--- src/rtl/ste_pkg.sv ---
package ste_pkg;
    typedef enum logic [0:0] {
        ST_OUT = 1'b0,
        ST_IN  = 1'b1
    } pkt_state_t;

    localparam int OFS_NUM   = 8;
    localparam int OFS_W     = 8;
    localparam int POS_W     = OFS_W + 1;
    localparam int DATA_W    = 32;
    localparam int ENTRY_W   = 64;
    localparam int FILL_W    = 10;
    localparam int BIT_SOP   = 58;
    localparam int BIT_ERR   = 59;
    localparam int BIT_EOP   = 60;
    localparam int BIT_HDR   = 61;
    localparam int BIT_EMPTY = 63;
    localparam logic [OFS_W-1:0] OFS_RESET = 8'd6;
endpackage

--- src/rtl/ste_offset_regs.sv ---
module ste_offset_regs
    import ste_pkg::*;
#(
    parameter int NUM = OFS_NUM
) (
    input  logic                 clk,
    input  logic                 rst_n,
    input  logic                 wr,
    input  logic [NUM-1:0]       be,
    input  logic [NUM*OFS_W-1:0] wdata,
    input  logic [POS_W-1:0]     pos,
    input  logic                 pos_valid,
    output logic                 hit
);
    logic [NUM-1:0] match;

    for (genvar i = 0; i < NUM; i++) begin : g_ofs
        logic [OFS_W-1:0] ofs_q;

        always_ff @(posedge clk) begin
            if (!rst_n) begin
                ofs_q <= OFS_RESET;
            end else if (wr && be[i]) begin
                ofs_q <= wdata[i*OFS_W +: OFS_W];
            end
        end

        assign match[i] = ({1'b0, ofs_q} == pos);
    end

    // several equal offsets collapse into one hit
    assign hit = pos_valid && (|match);
endmodule

--- src/rtl/ste_ptr_ctrl.sv ---
module ste_ptr_ctrl #(
    parameter int AW = 10
) (
    input  logic          clk,
    input  logic          rst_n,
    input  logic          wr_acc,
    input  logic          rp_we,
    input  logic [AW-1:0] rp_wdata,
    output logic [AW-1:0] wptr,
    output logic          mem_full
);
    logic [AW-1:0] wptr_q;
    logic [AW-1:0] rptr_q;

    always_ff @(posedge clk) begin
        if (!rst_n) begin
            wptr_q <= '0;
            rptr_q <= '0;
        end else begin
            if (wr_acc) begin
                wptr_q <= wptr_q + 1'b1;
            end
            if (rp_we) begin
                rptr_q <= rp_wdata;
            end
        end
    end

    assign wptr     = wptr_q;
    assign mem_full = ((wptr_q + 1'b1) == rptr_q);


    no_write_when_full_chk: assert property (@(posedge clk) disable iff (!rst_n)
        wr_acc |-> !mem_full);


    wptr_step_chk: assert property (@(posedge clk) disable iff (!rst_n)
        wr_acc |=> (wptr_q == $past(wptr_q) + 1'b1));


    wptr_hold_chk: assert property (@(posedge clk) disable iff (!rst_n)
        !wr_acc |=> $stable(wptr_q));
endmodule

--- src/rtl/ste_extract_fifo.sv ---
module ste_extract_fifo #(
    parameter int PW    = 40,
    parameter int DEPTH = 16
) (
    input  logic            clk,
    input  logic            rst_n,
    input  logic            push,
    input  logic [PW-1:0]   pay_in,
    input  logic            pop_req,
    output logic [PW-1:0]   head,
    output logic            empty,
    output logic            full,
    output logic [9:0]      fill
);
    localparam int LW = $clog2(DEPTH);
    localparam int FW = LW + 1;

    logic [PW-1:0] store [DEPTH];
    logic [FW-1:0] wr_q;
    logic [FW-1:0] rd_q;
    logic [FW-1:0] cnt;
    logic          do_pop;

    assign cnt    = wr_q - rd_q;
    assign empty  = (cnt == '0);
    assign full   = (cnt == FW'(DEPTH));
    assign do_pop = pop_req && !empty;
    assign head   = store[rd_q[LW-1:0]];
    assign fill   = 10'(cnt);

    always_ff @(posedge clk) begin
        if (!rst_n) begin
            wr_q <= '0;
            rd_q <= '0;
        end else begin
            if (push) begin
                wr_q <= wr_q + 1'b1;
            end
            if (do_pop) begin
                rd_q <= rd_q + 1'b1;
            end
        end
    end

    always_ff @(posedge clk) begin
        if (push) begin
            store[wr_q[LW-1:0]] <= pay_in;
        end
    end


    no_overflow_chk: assert property (@(posedge clk) disable iff (!rst_n)
        push |-> !full);


    fill_bound_chk: assert property (@(posedge clk) disable iff (!rst_n)
        cnt <= FW'(DEPTH));


    push_only_grow_chk: assert property (@(posedge clk) disable iff (!rst_n)
        (push && !pop_req) |=> (cnt == $past(cnt) + 1'b1));
endmodule

--- src/rtl/stream_tag_extractor.sv ---
module stream_tag_extractor
    import ste_pkg::*;
#(
    parameter int AW         = 10,
    parameter int FIFO_DEPTH = 16
) (
    input  logic          clk,
    input  logic          rst_n,
    input  logic          in_valid,
    output logic          in_ready,
    input  logic [31:0]   in_data,
    input  logic          in_sop,
    input  logic          in_eop,
    input  logic          in_err,
    output logic          mem_we,
    output logic [AW-1:0] mem_addr,
    output logic [31:0]   mem_wdata,
    input  logic          ofs_we,
    input  logic [7:0]    ofs_be,
    input  logic [63:0]   ofs_wdata,
    input  logic          rdptr_we,
    input  logic [AW-1:0] rdptr_wdata,
    input  logic          ext_rd,
    input  logic          ext_rd_lo,
    output logic [63:0]   ext_head,
    output logic          st_mem_full,
    output logic          st_wr_en,
    output logic          st_tag_match,
    output logic [AW-1:0] st_wptr,
    output logic [9:0]    st_fill
);
    localparam int PW = DATA_W + AW + 4;
    localparam logic [POS_W-1:0] POS_SAT = {1'b1, {OFS_W{1'b0}}};

    pkt_state_t       state_q, state_d;
    logic [POS_W-1:0] pos_q;
    logic [POS_W-1:0] cur_pos;
    logic             pos_valid;
    logic             hit;
    logic             acc;
    logic             extract;
    logic             mem_full;
    logic             fifo_full;
    logic             fifo_empty;
    logic [AW-1:0]    wptr;
    logic [PW-1:0]    pay_in;
    logic [PW-1:0]    pay_head;

    assign in_ready  = !mem_full && !fifo_full;
    assign acc       = in_valid && in_ready;
    assign cur_pos   = in_sop ? '0 : pos_q;
    assign pos_valid = in_sop || (state_q == ST_IN);

    ste_offset_regs #(.NUM(OFS_NUM)) u_ofs (
        .clk       (clk),
        .rst_n     (rst_n),
        .wr        (ofs_we),
        .be        (ofs_be),
        .wdata     (ofs_wdata),
        .pos       (cur_pos),
        .pos_valid (pos_valid),
        .hit       (hit)
    );

    ste_ptr_ctrl #(.AW(AW)) u_ptr (
        .clk      (clk),
        .rst_n    (rst_n),
        .wr_acc   (acc),
        .rp_we    (rdptr_we),
        .rp_wdata (rdptr_wdata),
        .wptr     (wptr),
        .mem_full (mem_full)
    );

    ste_extract_fifo #(.PW(PW), .DEPTH(FIFO_DEPTH)) u_fifo (
        .clk     (clk),
        .rst_n   (rst_n),
        .push    (extract),
        .pay_in  (pay_in),
        .pop_req (ext_rd && ext_rd_lo),
        .head    (pay_head),
        .empty   (fifo_empty),
        .full    (fifo_full),
        .fill    (st_fill)
    );

    // state register
    always_ff @(posedge clk) begin
        if (!rst_n) begin
            state_q <= ST_OUT;
        end else begin
            state_q <= state_d;
        end
    end

    // next state: PKT_OPEN and PKT_CLOSE
    always_comb begin
        state_d = state_q;
        unique case (state_q)
            ST_OUT: if (acc && in_sop && !in_eop) state_d = ST_IN;
            ST_IN:  if (acc && in_eop)            state_d = ST_OUT;
            default: state_d = ST_OUT;
        endcase
    end

    // position of the next word inside the open packet
    always_ff @(posedge clk) begin
        if (!rst_n) begin
            pos_q <= '0;
        end else if (acc && in_sop) begin
            pos_q <= POS_W'(1);
        end else if (acc && (state_q == ST_IN) && (pos_q != POS_SAT)) begin
            pos_q <= pos_q + 1'b1;
        end
    end

    // outputs
    always_comb begin
        mem_we       = acc;
        mem_addr     = wptr;
        mem_wdata    = in_data;
        extract      = acc && (in_sop || in_eop || in_err || hit);
        pay_in       = {hit, in_eop, in_err, in_sop, wptr, in_data};
        st_wr_en     = acc;
        st_tag_match = extract;
        st_mem_full  = mem_full;
        st_wptr      = wptr;
        ext_head     = '0;
        if (fifo_empty) begin
            ext_head[BIT_EMPTY] = 1'b1;
        end else begin
            ext_head[DATA_W-1:0]    = pay_head[DATA_W-1:0];
            ext_head[DATA_W +: AW]  = pay_head[DATA_W +: AW];
            ext_head[BIT_SOP]       = pay_head[PW-4];
            ext_head[BIT_ERR]       = pay_head[PW-3];
            ext_head[BIT_EOP]       = pay_head[PW-2];
            ext_head[BIT_HDR]       = pay_head[PW-1];
        end
    end


    pkt_open_chk: assert property (@(posedge clk) disable iff (!rst_n)
        (acc && in_sop && !in_eop) |=> (state_q == ST_IN));


    pkt_close_chk: assert property (@(posedge clk) disable iff (!rst_n)
        (acc && in_eop) |=> (state_q == ST_OUT));


    stall_no_write_chk: assert property (@(posedge clk) disable iff (!rst_n)
        (in_valid && (mem_full || fifo_full)) |-> !mem_we);
endmodule

--- config.mk ---
export PLATFORM = sky130hd
export DESIGN_NAME = stream_tag_extractor
export DESIGN_NICKNAME = d
export VERILOG_FILES = /design/src/rtl/ste_pkg.sv /design/src/rtl/ste_offset_regs.sv /design/src/rtl/ste_ptr_ctrl.sv /design/src/rtl/ste_extract_fifo.sv /design/src/rtl/stream_tag_extractor.sv
export SDC_FILE = /design/constraint.sdc
export NUM_CORES = 1
export LEC_CHECK = 0
export BUFFER_PORTS_ARGS = -buffer_cell sky130_fd_sc_hd__buf_2
export CAP_MARGIN = 40
export CORE_ASPECT_RATIO = 0.9
export CORE_UTILIZATION = 25
export CTS_CLUSTER_SIZE = 30
export DETAILED_ROUTE_END_ITERATION = 6
export SYNTH_ARGS = -nofsm -noshare
export SYNTH_HDL_FRONTEND = slang
export SYNTH_SLANG_ARGS = --single-unit
--- constraint.sdc ---
create_clock -name clk -period 6.78 [get_ports clk]
set_input_delay 1.017 -clock clk [delete_from_list [all_inputs] [get_ports clk]]
set_output_delay 1.017 -clock clk [all_outputs]
set_load 0.05 [all_outputs]
==> results.cfg <==
[synthesis]
synth.ff_latch_count = 844
synthAdderAreaFrac = 0.00493
netlist_area_mm2 = 0.0345
synth_area_per_cell_um2 = 18.0
synth-edff-count = 736
synth_xor_area_frac = 0.0165
synth_compound_area_frac = 0.0275
synthMuxAreaShare = 0.155
synth_cell_types = 60
ys_warn_count = 0
synth_top_family_by_area = multiplexers
synthArstFlopShare = 0
yosysSeqAreaShare = 0.703
synth-simple-area-share = 0.0631
syn-instance-count = 1915
ys_dominant_reg_cell = edfxtp_1

[timing]
finalMaxSlewViolations = 0
setup_viol = 0
fin_tns_setup_ns = 0
clock_skew_ns = 0.0317
period_share = 0.727
relSlewSlack = 0.384
period_minus_slack_ns = 4.93
rsz0062_at_grt = no
worst_slew_pin_slew_ns = 0.924
max_freq_ghz = 0.203
hold_violations = 0

[clock_tree]
cts_max_level = 3
clk_pin_slew_ns = 0.06
clock-root-buffer = clkbuf_16
cts_made_buffers = 84
numClockSinks = 844
clock_path_buffers = 3
hold_buffers = 0
postCtsSetupBuffers = 0
ctsResizeCount = 0
clock_latency_ns = 0.65
tritoncts = built

[floorplanning]
dieArea_mm2 = 0.140
start_util = 0.254
top_level_ports = 255
design.core.area_mm2 = 0.136
rows = 128
die_w_um = 394
fp.dieH_um = 355

[worst_hold_path]
hold_class = reg -> reg
hold_depth = 2

[finish]
fin_util = 0.297
area_growth_pct = 17.0
fillerInstances = 13395
final_cell_mix = edfxtp_1, buf_2, mux4_2
final_cells = 4020
fin_nets = 2264
final_cell_area_mm2 = 0.0404
layout_commonest_cell = edfxtp_1
drive_gt1_frac = 0.300

[route]
wl_per_cell_um = 21.9
dr_total_vias = 18249
drt_first_pass_iters = 5
drt-vias-per-instance = 4.54
route.detailed.drc = 0
wirelength_mm = 88.0
drtIter0Drc = 1766
ant_nets = 0

[global_route]
grt_max_degree = 79
grt_pass1_vias = 17697
grt_pass1_wl_mm = 127
gr-total-overflow = 0
antenna_found_initial = 10
grt_usage = 0.124

[place]
dp.cells = 3860
globalplace.congestion = 0.766
port_buffers = 232
dp_hpwl_mm = 59.2
dpl-instance-area_mm2 = 0.0376

[worst_setup_path]
rr_worst_depth = 14
critPathCaptureType = primary output
worstPathRequired_ns = 5.76
rrSetupSlack_ns = 2.48
crit_arrival_ns = 3.91
critPathMaxFanout = 13
worstSetupStartpointType = flip-flop
path_class = reg -> out

[status]
outcome = finished clean

[pwr]
p_leak_nw = 13.0
power_density_mw_per_mm2 = 359
irDropWorstVdd_mv = 0.220

[run]
max_cap_violations = 0
cell usage after synthesis (8+ instances only):
cell,count,area [µm²]
a21oi_1,52,260
a31oi_1,8,50.1
and2_1,13,81.3
and3_1,16,100
buf_1,17,63.8
buf_2,27,135
buf_4,73,548
clkbuf_1,54,203
dfxtp_1,108,2160
edfxtp_1,736,22100
ha_1,12,150
inv_1,18,67.6
mux2i_1,17,170
mux4_2,230,5180
nand2_1,172,646
nand2b_1,9,56.3
nand3_1,20,100
nand4_1,11,68.8
nor2_1,46,173
nor2b_1,52,325
nor3_1,33,165
nor4bb_1,8,80.1
o21ba_2,10,100
o32ai_1,27,236
or4bb_1,15,169
xnor2_1,22,193
xor2_1,43,377
final cells by class:
class	instances	area [µm²]	area share
well taps	1820	2280	0.0564
clock inverters	51	531	0.0131
diodes	6	15.0	0.000372
inverters	19	71.3	0.00177
flip-flops and latches	844	24300	0.601
multi-input cells	901	9340	0.231
repair buffers	277	1670	0.0414
clock buffers	102	2190	0.0543
final timing paths:
check | start | end
worst min-delay path | u_ofs.g_ofs[4].ofs_q[7] | u_ofs.g_ofs[4].ofs_q[7]
worst min register to register | u_ofs.g_ofs[4].ofs_q[7] | u_ofs.g_ofs[4].ofs_q[7]
worst max-delay path | u_fifo.wr_q[0] | mem_we
worst max register to register | u_fifo.wr_q[0] | u_fifo.store[7][15]
report_power, final:
part | leakage (nW) | internal [mW] | switching [mW]
clock | 1.32 | 2.63 | 1.97
sequential | 7.62 | 5.83 | 0.129
combinational | 4.03 | 1.24 | 2.71
total | 13.0 | 9.69 | 4.81
stage by stage:
stage / hold WS, ns / setup WS, ns / total power [mW]
after global placement: 0.481 / 1.81 / 10.1
after global routing: 0.517 / 1.58 / 15.1
after floorplan: 0.449 / 0.196 / 8.83
after detailed placement: 0.477 / 1.87 / 10.1
after CTS: 0.486 / 1.80 / 14.7
final: 0.489 / 1.85 / 14.5
metal layers:
layer | GRT usage | share of wire
met5 | 0 | 0
met3 | 0.0360 | 0.096
met4 | 0.0248 | 0.015
met2 | 0.173 | 0.42
met1 | 0.188 | 0.47
worst max-delay path, stage by stage (launching register included):
cell and delay [ns]:
dfxtp_1 0.36, inv_1 0.13, ha_1 0.18, inv_1 0.06, fa_1 0.40, a21o_1 0.17, a21oi_1 0.16, xor2_1 0.24
inv_1 0.09, o211a_1 0.18, nor3_2 0.71, buf_4 0.32, buf_2 0.29
state kept, by name, summed over array words and instances (netlist names), named ones only:
signal             cells
u_fifo.wr_q            5
u_fifo.rd_q            5
u_ptr.wptr            10
u_ofs.g_ofs.ofs_q     64
state_q                1
u_ptr.rptr_q          10
u_fifo.store         736
pos_q                  9
kinds of logic (layout without fill, tap and decap cells):
logic type | Yosys count | after routing
and+or+nand+nor | 418 | 418
buffers and inverters | 191 | 449
other | 1 | 28
DFF | 844 | 844
AOI/OAI and AO/OA | 136 | 136
muxes | 247 | 247
xor gates and xnor gates | 65 | 65
adders and majority gates | 13 | 13
(Power assumes the default switching activity.)
